--- src/rtl/xfer_fifo_pkg.sv ---
package xfer_fifo_pkg;
  typedef enum logic [1:0] {WS_8 = 2'd0, WS_16 = 2'd1, WS_32 = 2'd2, WS_32B = 2'd3} wsize_e;

  function automatic int unsigned bytes_log2(input logic [1:0] ws);
    case (ws)
      2'd0:    return 0;
      2'd1:    return 1;
      default: return 2;
    endcase
  endfunction

  function automatic logic [31:0] word_mask(input logic [1:0] ws);
    case (ws)
      2'd0:    return 32'h0000_00FF;
      2'd1:    return 32'h0000_FFFF;
      default: return 32'hFFFF_FFFF;
    endcase
  endfunction
endpackage

--- src/rtl/word_fifo.sv ---
module word_fifo #(
  parameter int DW    = 32,
  parameter int DEPTH = 16,
  localparam int AW   = $clog2(DEPTH),
  localparam int LW   = AW + 1
) (
  input  logic          clk,
  input  logic          rst,
  input  logic          flush,
  input  logic [LW-1:0] cap,
  input  logic          push,
  input  logic [DW-1:0] din,
  input  logic          pop,
  output logic [DW-1:0] dout,
  output logic [LW-1:0] level,
  output logic          full,
  output logic          empty,
  output logic          push_lost,
  output logic          pop_lost
);
  logic [DW-1:0] mem [DEPTH];
  logic [AW-1:0] wptr, rptr, wptr_nx, rptr_nx;
  logic          do_push, do_pop;

  assign full      = (level >= cap);
  assign empty     = (level == '0);
  assign do_push   = push & ~full & ~flush;
  assign do_pop    = pop & ~empty & ~flush;
  assign push_lost = push & full & ~flush;
  assign pop_lost  = pop & empty & ~flush;

  // pointers wrap at the active capacity, not at the physical depth
  assign wptr_nx = (({1'b0, wptr} + LW'(1)) >= cap) ? '0 : wptr + AW'(1);
  assign rptr_nx = (({1'b0, rptr} + LW'(1)) >= cap) ? '0 : rptr + AW'(1);

  always_ff @(posedge clk) begin
    if (do_push) mem[wptr] <= din;
  end

  always_ff @(posedge clk) begin
    if (rst) dout <= '0;
    else if (pop) dout <= do_pop ? mem[rptr] : '0;
  end

  always_ff @(posedge clk) begin
    if (rst || flush) begin
      wptr  <= '0;
      rptr  <= '0;
      level <= '0;
    end else begin
      if (do_push) wptr <= wptr_nx;
      if (do_pop)  rptr <= rptr_nx;
      case ({do_push, do_pop})
        2'b10:   level <= level + LW'(1);
        2'b01:   level <= level - LW'(1);
        default: level <= level;
      endcase
    end
  end

  assert_level_cap_R1: assert property (@(posedge clk) disable iff (rst || flush)
    level <= cap);
  assert_full_push_R3: assert property (@(posedge clk) disable iff (rst)
    push && full && !pop && !flush |=> level == $past(level));
  assert_empty_pop_R2: assert property (@(posedge clk) disable iff (rst)
    pop && empty && !flush |=> dout == '0);
endmodule

--- src/rtl/level_irq.sv ---
module level_irq #(
  parameter int LW      = 5,
  parameter bit TX_SIDE = 1'b0
) (
  input  logic [1:0]    mode,
  input  logic [LW-1:0] level,
  input  logic [LW-1:0] cap,
  input  logic          sh_busy,
  output logic          irq
);
  generate
    if (TX_SIDE) begin : g_tx
      logic [LW-1:0] free;
      assign free = cap - level;
      always_comb begin
        case (mode)
          2'd0:    irq = (level == '0) && !sh_busy;
          2'd1:    irq = (level == '0);
          2'd2:    irq = ({free, 1'b0} >= {1'b0, cap});
          default: irq = (free != '0);
        endcase
      end
    end else begin : g_rx
      always_comb begin
        case (mode)
          2'd0:    irq = (level == '0);
          2'd1:    irq = (level != '0);
          2'd2:    irq = ({level, 1'b0} >= {1'b0, cap});
          default: irq = (level == cap);
        endcase
      end
    end
  endgenerate
endmodule

--- src/rtl/xfer_fifo_pair.sv ---
module xfer_fifo_pair #(
  parameter int DEPTH_BYTES = 16,
  parameter int DW          = 32,
  localparam int AW         = $clog2(DEPTH_BYTES),
  localparam int LW         = AW + 1
) (
  input  logic          clk,
  input  logic          rst,
  input  logic [1:0]    cfg_wsize,
  input  logic [3:0]    irq_mode,
  input  logic [2:0]    fault_en,
  input  logic [2:0]    clr_flags,
  input  logic          cpu_wr,
  input  logic [DW-1:0] cpu_wdata,
  input  logic          cpu_rd,
  output logic [DW-1:0] cpu_rdata,
  input  logic          sh_tx_pop,
  output logic [DW-1:0] sh_tx_data,
  input  logic          sh_busy,
  input  logic          sh_rx_push,
  input  logic [DW-1:0] sh_rx_data,
  input  logic          sh_frame_err,
  output logic [31:0]   status,
  output logic          rx_irq,
  output logic          tx_irq,
  output logic          fault_irq
);
  import xfer_fifo_pkg::*;

  logic [1:0]    wsize_q;
  logic          flush;
  logic [LW-1:0] cap;
  logic [DW-1:0] mask;
  logic [LW-1:0] tx_lvl, rx_lvl;
  logic          tx_full, tx_empty, rx_full, rx_empty;
  logic          tx_wr_lost, tx_unf, rx_ovf_evt, rx_rd_lost;
  logic          urun_q, ovf_q, ferr_q;

  assign flush = (cfg_wsize != wsize_q);
  assign cap   = LW'(DEPTH_BYTES >> bytes_log2(wsize_q));
  assign mask  = DW'(word_mask(wsize_q));

  always_ff @(posedge clk) begin
    if (rst) wsize_q <= cfg_wsize;
    else     wsize_q <= cfg_wsize;
  end

  word_fifo #(.DW(DW), .DEPTH(DEPTH_BYTES)) u_txq (
    .clk(clk), .rst(rst), .flush(flush), .cap(cap),
    .push(cpu_wr), .din(cpu_wdata & mask), .pop(sh_tx_pop), .dout(sh_tx_data),
    .level(tx_lvl), .full(tx_full), .empty(tx_empty),
    .push_lost(tx_wr_lost), .pop_lost(tx_unf));

  word_fifo #(.DW(DW), .DEPTH(DEPTH_BYTES)) u_rxq (
    .clk(clk), .rst(rst), .flush(flush), .cap(cap),
    .push(sh_rx_push), .din(sh_rx_data & mask), .pop(cpu_rd), .dout(cpu_rdata),
    .level(rx_lvl), .full(rx_full), .empty(rx_empty),
    .push_lost(rx_ovf_evt), .pop_lost(rx_rd_lost));

  level_irq #(.LW(LW), .TX_SIDE(1'b0)) u_rx_irq (
    .mode(irq_mode[1:0]), .level(rx_lvl), .cap(cap), .sh_busy(1'b0), .irq(rx_irq));
  level_irq #(.LW(LW), .TX_SIDE(1'b1)) u_tx_irq (
    .mode(irq_mode[3:2]), .level(tx_lvl), .cap(cap), .sh_busy(sh_busy), .irq(tx_irq));

  // sticky fault flags: a new event in the clear cycle keeps the flag set
  always_ff @(posedge clk) begin
    if (rst) begin
      urun_q <= 1'b0;
      ovf_q  <= 1'b0;
      ferr_q <= 1'b0;
    end else begin
      urun_q <= tx_unf       | (urun_q & ~clr_flags[0]);
      ovf_q  <= rx_ovf_evt   | (ovf_q  & ~clr_flags[1]);
      ferr_q <= sh_frame_err | (ferr_q & ~clr_flags[2]);
    end
  end

  assign fault_irq = |({ferr_q, ovf_q, urun_q} & fault_en);

  always_comb begin
    status        = '0;
    status[28:24] = 5'(rx_lvl);
    status[20:16] = 5'(tx_lvl);
    status[12]    = ferr_q;
    status[8]     = urun_q;
    status[6]     = ovf_q;
    status[5]     = rx_empty;
  end

  assert_ovf_set_R3: assert property (@(posedge clk) disable iff (rst)
    sh_rx_push && rx_full && !flush |=> status[6]);
  assert_urun_set_R4: assert property (@(posedge clk) disable iff (rst)
    sh_tx_pop && tx_empty && !flush |=> status[8]);
  assert_flush_R10: assert property (@(posedge clk) disable iff (rst)
    flush |=> (status[28:24] == 5'd0) && (status[20:16] == 5'd0));
  assert_rx_irq_R7: assert property (@(posedge clk) disable iff (rst)
    rx_irq && irq_mode[1:0] == 2'd0 |-> status[5]);
  assert_tx_irq_R8: assert property (@(posedge clk) disable iff (rst || flush)
    tx_irq && irq_mode[3:2] == 2'd3 |-> !tx_full);
endmodule

--- config.mk ---
export PLATFORM = sky130hd
export DESIGN_NAME = xfer_fifo_pair
export DESIGN_NICKNAME = d
export VERILOG_FILES = /design/src/rtl/xfer_fifo_pkg.sv /design/src/rtl/word_fifo.sv /design/src/rtl/level_irq.sv /design/src/rtl/xfer_fifo_pair.sv
export SDC_FILE = /design/constraint.sdc
export NUM_CORES = 1
export LEC_CHECK = 0
export ABC_AREA = 1
export BUFFER_PORTS_ARGS = -buffer_cell sky130_fd_sc_hd__clkbuf_2
export CORE_MARGIN = 10
export CORE_UTILIZATION = 40
export CTS_CLUSTER_DIAMETER = 60
export DETAILED_ROUTE_END_ITERATION = 12
export PLACE_DENSITY_LB_ADDON = 0.12
export SYNTH_ARGS = -nofsm -noshare
export SYNTH_HDL_FRONTEND = slang
export SYNTH_SLANG_ARGS = --single-unit
--- constraint.sdc ---
create_clock -name clk -period 5.5 [get_ports clk]
set_clock_uncertainty 0.1 [all_clocks]
set_input_delay 0.55 -clock clk [delete_from_list [all_inputs] [get_ports clk]]
set_output_delay 0.55 -clock clk [all_outputs]
set_load 0.01 [all_outputs]
==> metrics.cfg, run 1 <==
[run_status]
status = finished, violations left
violations = slew limit

[sta]
rsz0062_at_grt = no
slew_headroom = -0.127
setup_viol = 0
fin_crit_sh = 0.755
hold_viol = 0
fmax_mhz = 241
setup_tns_ps = 0
tightest_slew_ps = 1690
drv_slew = 129
fin_crit_ps = 4150

[logic_synthesis]
synth_area_sq_mm = 0.0459
synth.yosys.seq_area_share = 0.714
yosys_warnings = 0
synth_top_flop_cell = edfxtp_1
ys_async_sr_fraction = 0
synthCells = 4015
avgSynthCellArea_sq_um = 11.4
synth_edf_count = 1024
ys_types = 37
ys_seq_elements = 1127

[clock_network]
cts_max_path_buffers = 3
cts_root_buffer = clkbuf_16
cts_sinks = 1127
cts_max_level = 3
clk_pin_slew_worst_paths_ps = 60
clk_latency_ps = 730
post_cts_buffers = 0
cts_tree = built
cts_buffers = 121

[floorplanning]
initial_core_util = 0.402
die_h_um = 359
coreArea_sq_mm = 0.114
chipWidth_um = 359
num_io_pins = 183
placementRows = 124
dieArea_sq_mm = 0.129

[place]
dp_cells = 5501
port_buffers = 164
dp_hpwl_um = 72700
routabilityCongestion = 0.790

[global_route]
grt_antenna_before_repair = 2
grt_use_total = 0.192
grt-ovfl-total = 0
grt_pass1_wl_um = 190000
grt_pass1_vias = 28730
grt_max_degree = 223

[routing]
drc_errors = 0
antenna_left = 0
avgViaCountPerCell = 5.17
vias = 29669
post_drt_wl_per_cell_um = 22.3
wl_um = 128000
drtIter0Drc = 2489
dr.pass1.iters = 5

[worst_setup_path]
crit_path_end = u_txq.mem[6][27]$_DFFE_PP_
path_max_fanout = 35
r2r_cells = 11
worstSetupStartpointType = register
critPathKind = reg2reg
crit_start = wsize_q[1]$_DFF_P_
rr_startpoint = wsize_q[1]$_DFF_P_
end_kind = register
critPathArrivalTime_ps = 4480
critPathRequiredTime_ps = 5830
rr_endpoint = u_txq.mem[6][27]$_DFFE_PP_
regToRegSetupSlack_ps = 1350

[layout]
areaGrowthSynthToFinish_pct = 13.4
fillers = 10494
final_cells = 5736
nets = 4246
antenna_cells = 0
layout_common_cells = 1216 x nand2_1, 1024 x edfxtp_1, 984 x nand3_1
postLayoutCoreUtil = 0.456
final_common_cell = nand2_1
drive_gt1_frac = 0.108

[run]
drv_cap = 0

[power]
cellLeakagePower_nw = 18.9
peakVddDrop_mv = 0.291
power_density_mw_per_mm2 = 338
power_mw = 17.6

[min_path]
min-delay-path-class = in2reg

==> power breakdown <==
group          total, mW  internal (mW)  leakage [nW]  switching, mW
Sequential          9.37           9.36          10.2        0.00868
Combinational      0.403         0.0837          6.84          0.319
Clock               7.81           4.44          1.85           3.37
==> per-stage QoR <==
stage / hold slack, ps / cell area (sq um) / worst slack (ps)
finish: 128 / 52100 / 1350
CTS: 90.4 / 52100 / 1320
global placement: 351 / 48200 / 1400
global route: 116 / 52100 / 995
floorplan: 357 / 46000 / 504
detailed placement: 356 / 48200 / 1320
==> critical path, stage by stage (launching register included) <==
cell	delay, ps
dfxtp_2	320
buf_4	520
nor2_4	60
buf_4	260
ha_1	360
nand2_1	80
o211ai_1	290
nand2_2	280
inv_2	190
nand2_1	250
nor2_4	820
buf_4	320
==> worst min path at each step <==
stage                                           start                          end  slack, ps  cells past startpoint
final                                      sh_rx_push   u_rxq.wptr[0]$_SDFFE_PP0P_        130                      5
after global routing                       sh_rx_push   u_rxq.wptr[0]$_SDFFE_PP0P_        120                      5
after CTS                                  sh_rx_push   u_rxq.wptr[0]$_SDFFE_PP0P_         90                      5
after detailed placement  u_txq.dout[23]$_SDFFE_PP0P_  u_txq.dout[23]$_SDFFE_PP0P_        360                      2
after global placement     u_rxq.dout[6]$_SDFFE_PP0P_   u_rxq.dout[6]$_SDFFE_PP0P_        350                      2
after floorplan                      ovf_q$_SDFF_PP0_             ovf_q$_SDFF_PP0_        360                      2
==> cell families (layout without fill, tap and decap cells) <==
group	after synthesis	in the layout	synth area share
AO/OA/AOI/OAI	123	123	0.0138
XOR/XNOR	17	17	0.00381
adder cells (fa/ha/maj)	44	44	0.0120
buffers and inverters	397	589	0.0384
flip-flops	1127	1127	0.714
other	2	19	0.000164
AND/OR/NAND/NOR	2305	2305	0.217
==> cells in the mapped netlist, types with 2 or more instances <==
cell type	n	share of area
inv_2	5	0.00041
nor2_1	68	0.0056
xor2_1	14	0.0027
buf_6	4	0.00098
clkbuf_1	78	0.0064
nand2_1	1216	0.099
nand4_1	4	0.00054
dfxtp_1	103	0.045
ha_1	44	0.012
o21ai_0	21	0.0023
nor3_1	22	0.0024
buf_1	43	0.0035
conb_1	2	0.00016
buf_4	28	0.0046
a21oi_1	95	0.010
inv_1	128	0.010
nand3b_1	2	0.00033
buf_2	111	0.012
nand3_1	984	0.11
nand2_2	2	0.00027
edfxtp_1	1024	0.67
nor2_4	2	0.00049
==> flip-flops by register name (all words and copies together) (netlist names), named ones only <==
register,cells
u_txq.mem,512
u_txq.level,5
urun_q,1
u_rxq.mem,512
u_rxq.rptr,4
u_rxq.wptr,4
ovf_q,1
u_txq.dout,32
ferr_q,1
wsize_q,2
u_rxq.dout,32
u_rxq.level,5
u_txq.wptr,4
u_txq.rptr,4
==> area by class of cell <==
cell class / count / area (sq um) / share of cell area
flip-flops and latches: 1127 / 32800 / 0.630
multi-input cells: 2508 / 11600 / 0.223
clock buffers: 184 / 3470 / 0.0666
well taps: 1512 / 1890 / 0.0363
repair buffers: 227 / 1390 / 0.0266
inverters: 133 / 529 / 0.0102
clock inverters: 45 / 360 / 0.00692
==> routing by layer <==
metal,share of wire,global-route usage,routed length (um),vias to the layer above
met5,0,0,0,-
met4,0.021,0.0497,2690,0
met3,0.052,0.0274,6640,157
met2,0.48,0.320,62000,742
met1,0.44,0.262,56700,14550
li1,-,-,-,14220
==> timing repair <==
| action | CTS | global route |
|---|---|---|
| hold buffers | 6 | 0 |
| setup endpoints to repair | 0 | 0 |
| hold endpoints to repair | 5 | 0 |
| gates resized for setup | 0 | 0 |
(Power assumes the default switching activity.)
==> run 2, diff against run 1 <==
==> constraint.sdc (replaced) <==
create_clock -name clk -period 3.9 [get_ports clk]
set_clock_uncertainty 0.1 [all_clocks]
set_input_delay 0.39 -clock clk [delete_from_list [all_inputs] [get_ports clk]]
set_output_delay 0.39 -clock clk [all_outputs]
set_load 0.01 [all_outputs]
==> metrics.cfg, run 2 (synthesis results as in run 1) <==
[clock_network]
clk_latency_ps = 730
cts_buffers = 120
cts_max_level = 3
clk_pin_slew_worst_paths_ps = 60
cts_tree = built
cts_sinks = 1127
cts_root_buffer = clkbuf_16
cts_max_path_buffers = 3

[routing]
avgViaCountPerCell = 5.20
drc_errors = 0
antenna_left = 0
dr.pass1.iters = 5
wl_um = 130000
post_drt_wl_per_cell_um = 22.4
vias = 30021
drtIter0Drc = 2589

[worst_setup_path]
slowest_delay_ps = 430
critPathArrivalTime_ps = 3020
end_kind = output pin
critPathKind = reg2out
worstSetupStartpointType = register
path_max_fanout = 8
path_common_cell = nand2_1
path_cells = nand2_1, inv_1, ha_1, nand3b_1, nand2_1, inv_1, ha_1, a21boi_0, o21ai_0, nand2_1, nor2_1, nor2_1, clkbuf_2
slowest_stage = dfxtp_1
critPathRequiredTime_ps = 3410

[global_route]
grt_pass1_vias = 29681
grt_pass1_wl_um = 193000
grt_use_total = 0.194
grt-ovfl-total = 0
grt_antenna_before_repair = 4
grt_max_degree = 182

[floorplanning]
placementRows = 124
chipWidth_um = 359
die_h_um = 359
initial_core_util = 0.402
coreArea_sq_mm = 0.114
dieArea_sq_mm = 0.129
num_io_pins = 183

[sta]
slew_headroom = 0.199
fmax_mhz = 285
hold_viol = 0
drv_slew = 0
setup_viol = 0
tightest_slew_ps = 1200
fin_hold_ws_ps = 45.6
fin_crit_ps = 3510
layout_setup_ws_ps = 387
rsz0062_at_grt = no
fin_crit_sh = 0.901

[layout]
final_cell_area_sq_mm = 0.0527
nets = 4288
drive_gt1_frac = 0.118
areaGrowthSynthToFinish_pct = 14.8
fillers = 10570
postLayoutCoreUtil = 0.462
final_common_cell = nand2_1
largestRegisters = u_rxq.mem: 512 flops, u_txq.mem: 512 flops
layout_common_cells = 1216 x nand2_1, 1024 x edfxtp_1, 984 x nand3_1

[place]
pre_cts_ws_ps = 585
dp_hpwl_um = 73400
routabilityCongestion = 0.798
placed_cell_area_sq_mm = 0.0487
port_buffers = 164

[power]
seqPwrFrac = 0.526
p_sw_mw = 5.32
p_comb_frac = 0.023
clockPowerShare = 0.450
cellLeakagePower_nw = 19.3
switching_share = 0.212
power_density_mw_per_mm2 = 476
power_mw = 25.1
peakVddDrop_mv = 0.365
p_int_mw = 19.8

[run]
drv_cap = 0

[min_path]
min-delay-path-class = in2reg

[run_status]
status = finished, final reports clean

run 2: cell types whose count changed in the layout (fill, tap and decap cells not counted), sizes merged:
| cell | previous run | this run |
|---|---|---|
| clkinv | 39 | 42 |
| bufinv | 2 | 7 |
| diode | 0 | 1 |
| inv | 134 | 138 |
| dlygate4sd3 | 6 | 11 |
| clkinvlp | 3 | 5 |
| buf | 58 | 96 |
| clkbuf | 347 | 331 |
run 2: power groups by stage:
stage	registers [mW]	logic, mW	clock network [mW]
6_report	13.2	0.579	11.3
5_1_grt	13.2	0.636	12.0
4_1_cts	13.2	0.588	11.5
3_5_place_dp	13.5	0.578	0
3_3_place_gp	13.5	0.574	0
2_1_floorplan	13.5	0.290	0
run 2: final timing paths:
kind | start | end | slack [ps] | depth (start not counted)
max | wsize_q[0]$_DFF_P_ | tx_irq | 390 | 13
min | sh_rx_data[6] | u_rxq.mem[10][6]$_DFFE_PP_ | 50 | 1
max reg2reg | wsize_q[0]$_DFF_P_ | u_txq.mem[2][20]$_DFFE_PP_ | 640 | 12
min reg2reg | u_rxq.dout[11]$_SDFFE_PP0P_ | u_rxq.dout[11]$_SDFFE_PP0P_ | 360 | 2
run 2: area by class of cell:
cell class | instances | area, sq um | share of cell area
Sequential cell | 1127 | 32800 | 0.623
Multi-Input combinational cell | 2508 | 11700 | 0.222
Clock buffer | 168 | 3340 | 0.0633
Tap cell | 1512 | 1890 | 0.0359
Timing Repair Buffer | 270 | 1830 | 0.0348
Clock inverter | 59 | 584 | 0.0111
Inverter | 133 | 529 | 0.0100
Antenna cell | 1 | 2.50 | 0.0000475
run 2: per-layer routing:
layer  routed length [um]  up-vias  global-route usage
met4                 4150        2              0.0678
li1                     -    14313                   -
met3                 7120      196              0.0293
met2                63000      820               0.325
met5                    8        -                   0
met1                55400    14690               0.256
run 2: what timing repair did:
action	4_1_cts	5_1_grt
gates resized for setup	0	0
endpoints found under the hold margin	60	0
hold buffers	11	0
buffers inserted	0	0
run 2: worst max-delay path, delay by kind of cell, from the launching register on:
| family | cells | cell delay (ps) |
|---|---|---|
| flops | 1 | 430 |
| simple gates | 6 | 750 |
| compound gates | 2 | 260 |
| buf+inv | 3 | 310 |
| fa+ha+maj | 2 | 550 |
run 2: stage by stage:
step                setup TNS (ps)  instances
floorplan                   -89800       4032
finish                           0       5778
global route                     0       5778
global placement                 0       5539
CTS                              0       5777
detailed placement               0       5539
